[config.mk]
export PLATFORM = sky130hd
export DESIGN_NAME = pclk_div
export DESIGN_NICKNAME = d
export VERILOG_FILES = /design/src/rtl/pclk_div_pkg.sv /design/src/rtl/pclk_cfg_decode.sv /design/src/rtl/pclk_cfg_shadow.sv /design/src/rtl/pclk_phase_gen.sv /design/src/rtl/pclk_div.sv
export SDC_FILE = /design/constraint.sdc
export NUM_CORES = 1
export LEC_CHECK = 0
export ABC_AREA = 0
export BUFFER_PORTS_ARGS = -buffer_cell sky130_fd_sc_hd__buf_4
export CORE_MARGIN = 1.5
export CORE_UTILIZATION = 55
export CTS_BUF_LIST = sky130_fd_sc_hd__clkbuf_4 sky130_fd_sc_hd__clkbuf_8 sky130_fd_sc_hd__clkbuf_16
export DETAILED_ROUTE_END_ITERATION = 8
export PLACE_DENSITY = 0.89
export SETUP_SLACK_MARGIN = 0.5
export SYNTH_ARGS = -nofsm -noshare
export SYNTH_HDL_FRONTEND = slang
export SYNTH_HIERARCHICAL = 1
export SYNTH_SLANG_ARGS = --single-unit
[constraint.sdc]
create_clock -name ref_clk -period 12.95 [get_ports ref_clk]
set_input_delay 3.2375 -clock ref_clk [delete_from_list [all_inputs] [get_ports ref_clk]]
set_output_delay 3.2375 -clock ref_clk [all_outputs]
set_load 0.05 [all_outputs]
[src/rtl/pclk_div_pkg.sv]
package pclk_div_pkg;

  // Implicit offset added to the assembled divisor fields.
  localparam int unsigned PCLK_OFFSET = 2;

  // Width needed to hold the largest ratio: 2**field_bits - 1 + offset.
  function automatic int pclk_ratio_width(int lo_w, int hi_w);
    return $clog2((1 << (lo_w + hi_w)) + PCLK_OFFSET);
  endfunction

  // Divide ratio from the assembled field value.
  function automatic int unsigned pclk_ratio(int unsigned field);
    return field + PCLK_OFFSET;
  endfunction

  // Cycles of the high phase; odd ratios give the extra cycle to high.
  function automatic int unsigned pclk_high_len(int unsigned ratio);
    return (ratio + 1) / 2;
  endfunction

endpackage

[src/rtl/pclk_cfg_decode.sv]
module pclk_cfg_decode
  import pclk_div_pkg::*;
#(
  parameter int REG_W   = 32,
  parameter int LO_LSB  = 0,
  parameter int LO_W    = 5,
  parameter int HI_LSB  = 27,
  parameter int HI_W    = 5,
  parameter int BYP_BIT = 26,
  parameter int RATIO_W = 11
) (
  input  logic [REG_W-1:0]   cfg_word,
  output logic               dec_byp,
  output logic [RATIO_W-1:0] dec_ratio
);

  localparam int FIELD_W = LO_W + HI_W;

  logic [FIELD_W-1:0] field;
  logic               unused_cfg_bits;

  generate
    if (HI_W > 0) begin : g_split
      // High field sits directly above the low field.
      assign field = {cfg_word[HI_LSB +: HI_W], cfg_word[LO_LSB +: LO_W]};
    end else begin : g_low_only
      assign field = cfg_word[LO_LSB +: LO_W];
    end
  endgenerate

  assign dec_byp   = cfg_word[BYP_BIT];
  assign dec_ratio = RATIO_W'(pclk_ratio(32'(field)));

  // Bits outside the fields carry no meaning here.
  assign unused_cfg_bits = ^cfg_word;

endmodule

[src/rtl/pclk_cfg_shadow.sv]
module pclk_cfg_shadow
  import pclk_div_pkg::*;
#(
  parameter int RATIO_W = 11
) (
  input  logic               clk,
  input  logic               rst,
  input  logic               period_end,
  input  logic               dec_byp,
  input  logic [RATIO_W-1:0] dec_ratio,
  output logic               nxt_byp,
  output logic [RATIO_W-1:0] nxt_ratio,
  output logic               act_byp,
  output logic [RATIO_W-1:0] act_ratio
);

  // A new setting is only taken at a period boundary.
  always_comb begin
    if (period_end) begin
      nxt_byp   = dec_byp;
      nxt_ratio = dec_ratio;
    end else begin
      nxt_byp   = act_byp;
      nxt_ratio = act_ratio;
    end
  end

  always_ff @(posedge clk) begin
    if (rst) begin
      act_byp   <= 1'b0;
      act_ratio <= RATIO_W'(PCLK_OFFSET);
    end else begin
      act_byp   <= nxt_byp;
      act_ratio <= nxt_ratio;
    end
  end

  // setting in force cannot move inside a period.
  assert_hold_mid_period_R7: assert property (@(posedge clk) disable iff (rst)
    !period_end |=> ($stable(act_ratio) && $stable(act_byp)));

endmodule

[src/rtl/pclk_phase_gen.sv]
module pclk_phase_gen
  import pclk_div_pkg::*;
#(
  parameter int RATIO_W = 11
) (
  input  logic               clk,
  input  logic               rst,
  input  logic               act_byp,
  input  logic [RATIO_W-1:0] act_ratio,
  input  logic               nxt_byp,
  input  logic [RATIO_W-1:0] nxt_ratio,
  output logic               period_end,
  output logic               div_q,
  output logic               pix_en
);

  logic [RATIO_W-1:0] pos;
  logic [RATIO_W-1:0] pos_nxt;
  logic               high_nxt;

  // Last cycle of a period; every cycle is one in bypass.
  assign period_end = act_byp | (pos == act_ratio - 1'b1);

  always_comb begin
    pos_nxt  = period_end ? '0 : pos + 1'b1;
    high_nxt = pos_nxt < RATIO_W'(pclk_high_len(32'(nxt_ratio)));
  end

  // Outputs are registered so the clock pin never sees comparator glitches.
  // Reset parks the counter on the last cycle of a ratio-2 period, low phase.
  always_ff @(posedge clk) begin
    if (rst) begin
      pos    <= RATIO_W'(PCLK_OFFSET - 1);
      div_q  <= 1'b0;
      pix_en <= 1'b0;
    end else begin
      pos    <= pos_nxt;
      div_q  <= nxt_byp | high_nxt;
      pix_en <= nxt_byp | (pos_nxt == '0);
    end
  end

  // enable marks the first high cycle.
  assert_en_in_high_R5: assert property (@(posedge clk) disable iff (rst)
    (pix_en && !act_byp) |-> div_q);

  // never two enables back to back while dividing.
  assert_en_single_R5: assert property (@(posedge clk) disable iff (rst)
    (pix_en && !act_byp) |=> !pix_en);

  // each divided period closes in the low phase.
  assert_end_low_R6: assert property (@(posedge clk) disable iff (rst)
    (period_end && !act_byp) |-> !div_q);

endmodule

[src/rtl/pclk_div.sv]
module pclk_div
  import pclk_div_pkg::*;
#(
  parameter int REG_W   = 32,
  parameter int LO_LSB  = 0,
  parameter int LO_W    = 5,
  parameter int HI_LSB  = 27,
  parameter int HI_W    = 5,
  parameter int BYP_BIT = 26,
  localparam int RATIO_W = pclk_ratio_width(LO_W, HI_W)
) (
  input  logic               ref_clk,
  input  logic               rst,
  input  logic [REG_W-1:0]   timing_word,
  output logic               pix_clk,
  output logic               pix_en,
  output logic [RATIO_W-1:0] eff_div
);

  logic               dec_byp;
  logic [RATIO_W-1:0] dec_ratio;
  logic               nxt_byp;
  logic [RATIO_W-1:0] nxt_ratio;
  logic               act_byp;
  logic [RATIO_W-1:0] act_ratio;
  logic               period_end;
  logic               div_q;

  pclk_cfg_decode #(
    .REG_W   (REG_W),
    .LO_LSB  (LO_LSB),
    .LO_W    (LO_W),
    .HI_LSB  (HI_LSB),
    .HI_W    (HI_W),
    .BYP_BIT (BYP_BIT),
    .RATIO_W (RATIO_W)
  ) u_decode (
    .cfg_word  (timing_word),
    .dec_byp   (dec_byp),
    .dec_ratio (dec_ratio)
  );

  pclk_cfg_shadow #(
    .RATIO_W (RATIO_W)
  ) u_shadow (
    .clk        (ref_clk),
    .rst        (rst),
    .period_end (period_end),
    .dec_byp    (dec_byp),
    .dec_ratio  (dec_ratio),
    .nxt_byp    (nxt_byp),
    .nxt_ratio  (nxt_ratio),
    .act_byp    (act_byp),
    .act_ratio  (act_ratio)
  );

  pclk_phase_gen #(
    .RATIO_W (RATIO_W)
  ) u_phase (
    .clk        (ref_clk),
    .rst        (rst),
    .act_byp    (act_byp),
    .act_ratio  (act_ratio),
    .nxt_byp    (nxt_byp),
    .nxt_ratio  (nxt_ratio),
    .period_end (period_end),
    .div_q      (div_q),
    .pix_en     (pix_en)
  );

  // Switches happen just after a rising edge, where both sources are high.
  assign pix_clk = act_byp ? ref_clk : div_q;
  assign eff_div = act_byp ? RATIO_W'(1) : act_ratio;

  // bypass holds the enable high on every cycle.
  assert_bypass_en_R2: assert property (@(posedge ref_clk) disable iff (rst)
    act_byp |-> pix_en);

endmodule

==> summary.txt, run 1 <==
Yosys
  – Post-Synthesis Cells: 262
  – Post-synth top cells: nor2_1, dfxtp_1, xnor2_1
  – Count leader, synth: nor2_1
  – Mapped cell area: 2250 um2
  – Post-synth cell types: 54
  – Post-synth net total: 310
  – Synth area leaders: dfxtp_1, ha_1, xnor2_1
  – Synth area leader: dfxtp_1
  – Post-synth top area share: 0.222
  – Yosys reg bits: 25
  – EDFF count, synth: 0
  – Ys flop type: dfxtp_1
  – Seq/Total Area, Yosys: 0.222
  – Syn Area/Cell: 8.60 um2
  – Synth warn: 6
  – Async set-or-reset flop fraction in the synthesized netlist: 0

Cells and area
  – Layout cell share with drive strength beyond 1: 0.230
  – Post-Layout Cell Count: 332
  – Fin area: 2520 um2
  – Area delta synth->final: 11.9%
  – ANT cells: 0
  – Final Util: 0.635
  – # nets final: 331
  – Fill count: 331

Power and ir drop
  – Total power: about 810 uW
  – PD cells: 321 nW/um2
  – Leakage: about 1.0 nW
  – Worst IR drop on VDD: ~0.00017 V

Global routing
  – Met2 Use GR: 0.421
  – M1 GR Usage: 0.276
  – Vias in the first global route: 1798
  – GRT overflow: 0
  – First-pass GRT wire length: 7.98 mm
  – GRT busiest layer: met2
  – Total track usage: 0.237
  – Largest net degree at the start of global routing: 27
  – Initial antenna violation count: 0
  – GRT met3 Usage: 0.0473

Critical path
  – CP Launch Point: ref_clk
  – Worst path cell trace: clkbuf_8, clkbuf_8, mux2_2, buf_4
  – Crit path DAT: 7.16 ns
  – Crit path launch type: clock port
  – Slowest Stage Delay on Critical Path: 0.26 ns
  – FF-to-FF Start: u_shadow/act_ratio[0]$_SDFF_PP0_
  – CP max-delay cell: mux2_2
  – CP most frequent cell: clkbuf_8
  – Crit path max fanout: 2
  – Critical path buffers and inverters: 3
  – CP required: 9.71 ns
  – Setup crit end kind: output port
  – Critical path's top delay family: buffers and inverters
  – Critical path type: clk -> out

Job
  – Max-cap violations: 0

Timing
  – Unrepaired setup endpoints after global routing: no
  – Setup ws final: 2.56 ns
  – Setup Total Neg Slack: 0 ns
  – Final Max Tran Viols: 0
  – Final hold slack: a little under 0.6 ns
  – Max-slew headroom: 0.606
  – Skew final: 0.00709 ns
  – Final Hold Viols: 0
  – Slew @ Worst Pin: about 0.6 ns
  – Setup-failing EPs final: 0

Floorplanning
  – Full die area: 4490 um2
  – Die width: 67.0 um
  – Starting Density: 0.567
  – Chip height: 67.0 um
  – # rows: 23
  – Core area: 3970 um2
  – IO Pins: 47

Clock tree
  – CTS tree: done
  – CTS clk-pin slew, worst paths: 0.08 ns
  – Worst-Skew Late Latency: ~0.38 ns
  – Setup repair bufs after CTS: 0
  – CTS Hold Bufs: 0
  – Post-CTS Resized: 0

Placement
  – Detailed Place HPWL: between 3 and 4 mm
  – RD Place Congestion: 0.861
  – Worst slack at placement: roughly 2.8 ns
  – Buffers added on ports: 25
  – Placed Cells: 325
  – Post-DP Area: between 2000 and 2500 um2

Routing
  – DR vias/cell: 5.77
  – Final wirelength: 4.99 mm
  – Post-route ant nets: 0
  – DRC Markers: 0
  – DR pass1 iterations: 4
  – Via count: roughly 1900
  – Initial DRC Count: ~110
  – Wirelength per Cell: 15.0 um

Worst hold path
  – Hold crit path type: reg -> reg
  – HP Start: u_phase/pos[0]$_SDFF_PP1_

Outcome
  – Status: finished clean
[routing by layer]
metal,wire (um),share of wire,vias up
met5,0,0,-
met2,2500,0.50,57
met4,84,0.017,0
li1,-,-,954
met1,2160,0.43,897
met3,245,0.049,8
[layout make-up]
class / count / area (um2) / share of cell area
flip-flops and latches: 25 / 500 / 0.199
clock buffers: 8 / 97.6 / 0.0387
multi-input cells: 217 / 1650 / 0.653
repair buffers: 25 / 188 / 0.0744
inverters: 7 / 26.3 / 0.0104
well taps: 50 / 62.6 / 0.0248
[power by group]
group	total, mW	internal (mW)	switching, mW
Combinational	0.580	0.266	0.314
Clock	0.0882	0.0488	0.0394
Sequential	0.142	0.0999	0.0419
[cells in the final DEF, fill, tap and decap left out, types with 6 or more instances in the layout]
cell / count
xor2_1: 18
nor2b_1: 18
xnor2_1: 19
nand2_1: 10
buf_4: 26
mux2_4: 10
ha_1: 14
dfxtp_1: 25
inv_1: 7
nor2_1: 34
clkbuf_8: 6
nand3_1: 15
nor3_1: 7
[registers in the layout, indices dropped and copies added, names as in the netlist]
name                flops
u_phase/pos            11
u_shadow/act_ratio     11
u_phase/div_q           1
u_phase/pix_en          1
u_shadow/act_byp        1
[final timing paths]
kind / to / slack, ns / cells past startpoint
setup / recovery: pix_clk / 2.56 / 4
hold / removal: u_phase/pos[0]$_SDFF_PP1_ / 0.59 / 1
setup reg to reg: u_phase/div_q$_SDFF_PP0_ / 8.02 / 19
hold reg to reg: u_phase/pos[0]$_SDFF_PP1_ / 0.59 / 1
[cells by family (layout without fill, tap and decap cells)]
| logic type | after synthesis | after routing | share of synthesized area |
|---|---|---|---|
| and+or+nand+nor | 124 | 124 | 0.321 |
| xor gates and xnor gates | 37 | 37 | 0.144 |
| AOI/OAI and AO/OA | 27 | 27 | 0.0972 |
| DFF | 25 | 25 | 0.222 |
| buffers and inverters | 20 | 40 | 0.0472 |
| muxes | 15 | 15 | 0.0911 |
| adders and majority gates | 14 | 14 | 0.0777 |
Power figures use the tool's default switching activity.
==> inputs of run 2 (changes only) <==
- clock period: 12.95 -> 10.6 ns (I/O delays scaled with it)
==> run 2 against run 1 <==
Non-clock buffer count stayed put. Worst setup slack worse by 0.57 ns. Clock skew hardly changed.
==> summary.txt, run 2 (synthesis results as in run 1) <==
Placement
  – Detailed Place HPWL: 3.75 mm (was 3.74 mm)
  – Buffers added on ports: 25 (unchanged)
  – Post-DP Area: 2430 um2 (unchanged)
  – RD Place Congestion: 0.861 (about the same)
  – Worst slack at placement: 2.22 ns (was 2.81 ns)

Floorplanning
  – IO Pins: 47 (unchanged)
  – Chip height: 67.0 um (unchanged)
  – Full die area: 4490 um2 (unchanged)
  – Core area: 3970 um2 (unchanged)
  – Die width: 67.0 um (unchanged)
  – # rows: 23 (unchanged)
  – Starting Density: 0.567 (unchanged)

Clock tree
  – CTS clk-pin slew, worst paths: 0.08 ns (about the same)
  – Post-CTS Resized: 0 (unchanged)
  – Worst-Skew Late Latency: 0.38 ns (about the same)
  – CTS Hold Bufs: 0 (unchanged)
  – Setup repair bufs after CTS: 0 (unchanged)
  – CTS tree: done (unchanged)

Critical path
  – CP required: 7.95 ns (was 9.71 ns)
  – Crit path DAT: 5.97 ns (was 7.16 ns)
  – CP Launch Point: ref_clk (unchanged)
  – Crit path launch type: clock port (unchanged)
  – Setup crit end kind: output port (unchanged)
  – Critical path type: clk -> out (unchanged)
  – Crit path max fanout: 2 (unchanged)
  – FF-to-FF Start: u_shadow/act_ratio[0]$_SDFF_PP0_ (unchanged)

Global routing
  – Largest net degree at the start of global routing: 27 (unchanged)
  – GRT overflow: 0 (unchanged)
  – Total track usage: 0.234 (was 0.237)
  – Vias in the first global route: 1747 (was 1798)
  – Initial antenna violation count: 0 (unchanged)
  – First-pass GRT wire length: 7.89 mm (was 7.98 mm)

Routing
  – Via count: 1915 (was 1916)
  – Initial DRC Count: 106 (unchanged)
  – Final wirelength: 4.89 mm (was 4.99 mm)
  – Wirelength per Cell: 14.7 um (was 15.0 um)
  – DR vias/cell: 5.77 (about the same)
  – DRC Markers: 0 (unchanged)
  – Post-route ant nets: 0 (unchanged)
  – DR pass1 iterations: 4 (unchanged)

Power and ir drop
  – Total power: 988 uW (was 810 uW)
  – Worst IR drop on VDD: 0.000203 V (was 0.000168 V)
  – Leakage: 1.03 nW (unchanged)
  – PD cells: 392 nW/um2 (was 321 nW/um2)

Cells and area
  – Commonest cells after routing, fill and taps aside: nor2_1, buf_4, dfxtp_1, xnor2_1 (unchanged)
  – Fin area: 2520 um2 (unchanged)
  – Area delta synth->final: 11.9% (unchanged)
  – Regs by FF count: u_phase/pos: 11 flops, u_shadow/act_ratio: 11 flops (unchanged)
  – Commonest non-fill, non-tap cell in the layout: nor2_1 (unchanged)
  – Layout cell share with drive strength beyond 1: 0.230 (unchanged)
  – # nets final: 331 (unchanged)
  – Fill count: 326 (was 331)
  – ANT cells: 0 (unchanged)

Worst hold path
  – HP Start: u_phase/pos[0]$_SDFF_PP1_ (unchanged)
  – Hold crit path type: reg -> reg (unchanged)

Timing
  – Skew final: 0.00686 ns (was 0.00709 ns)
  – Setup ws final: 1.98 ns (was 2.56 ns)
  – Final Max Tran Viols: 0 (unchanged)
  – Setup-failing EPs final: 0 (unchanged)
  – Max-slew headroom: 0.605 (was 0.606)
  – Final hold slack: 0.583 ns (was 0.590 ns)
  – Setup Total Neg Slack: 0 ns (unchanged)
  – Unrepaired setup endpoints after global routing: no (unchanged)
  – Slew @ Worst Pin: 0.592 ns (was 0.589 ns)
  – Final Hold Viols: 0 (unchanged)

Outcome
  – Status: finished clean (unchanged)

Job
  – Max-cap violations: 0 (unchanged)
## run 2: cell counts in the layout (fill, tap and decap cells not counted)
Identical to the previous run, type by type.
## run 2: worst paths after layout
kind	cells past startpoint	to	slack, ns
max	4	pix_clk	1.98
min	1	u_phase/pos[0]$_SDFF_PP1_	0.58
max reg2reg	19	u_phase/div_q$_SDFF_PP0_	5.72
min reg2reg	1	u_phase/pos[0]$_SDFF_PP1_	0.58
## run 2: cell type report
cell class / instances / area (um2) / area share
inverters: 7 / 26.3 / 0.0104
repair buffers: 25 / 188 / 0.0744
multi-input cells: 217 / 1650 / 0.653
well taps: 50 / 62.6 / 0.0248
flip-flops and latches: 25 / 500 / 0.199
clock buffers: 8 / 97.6 / 0.0387
## run 2: worst max-delay path, cell delays in order
cell	delay [ns]
clkbuf_8	0.11
clkbuf_8	0.12
mux2_2	0.26
buf_4	0.19
## run 2: metrics by stage
stage | std cells | utilization
final | 332 | 0.635
after global routing | 332 | 0.635
after CTS | 332 | 0.635
after detailed placement | 325 | 0.612
after global placement | 325 | 0.612
after floorplan | 262 | -
## run 2: power by group
group          switching, mW  internal [mW]
clock network         0.0484         0.0597
registers             0.0520          0.122
logic                  0.381          0.325
total                  0.481          0.507
## run 2: layer usage
metal / track usage / routed length [um] / share of wire / vias up
met4: 0.0944 / 85 / 0.017 / 0
li1: - / - / - / 960
met3: 0.0456 / 221 / 0.045 / 8
met2: 0.413 / 2450 / 0.50 / 54
met1: 0.274 / 2140 / 0.44 / 893
met5: 0 / 0 / 0 / -
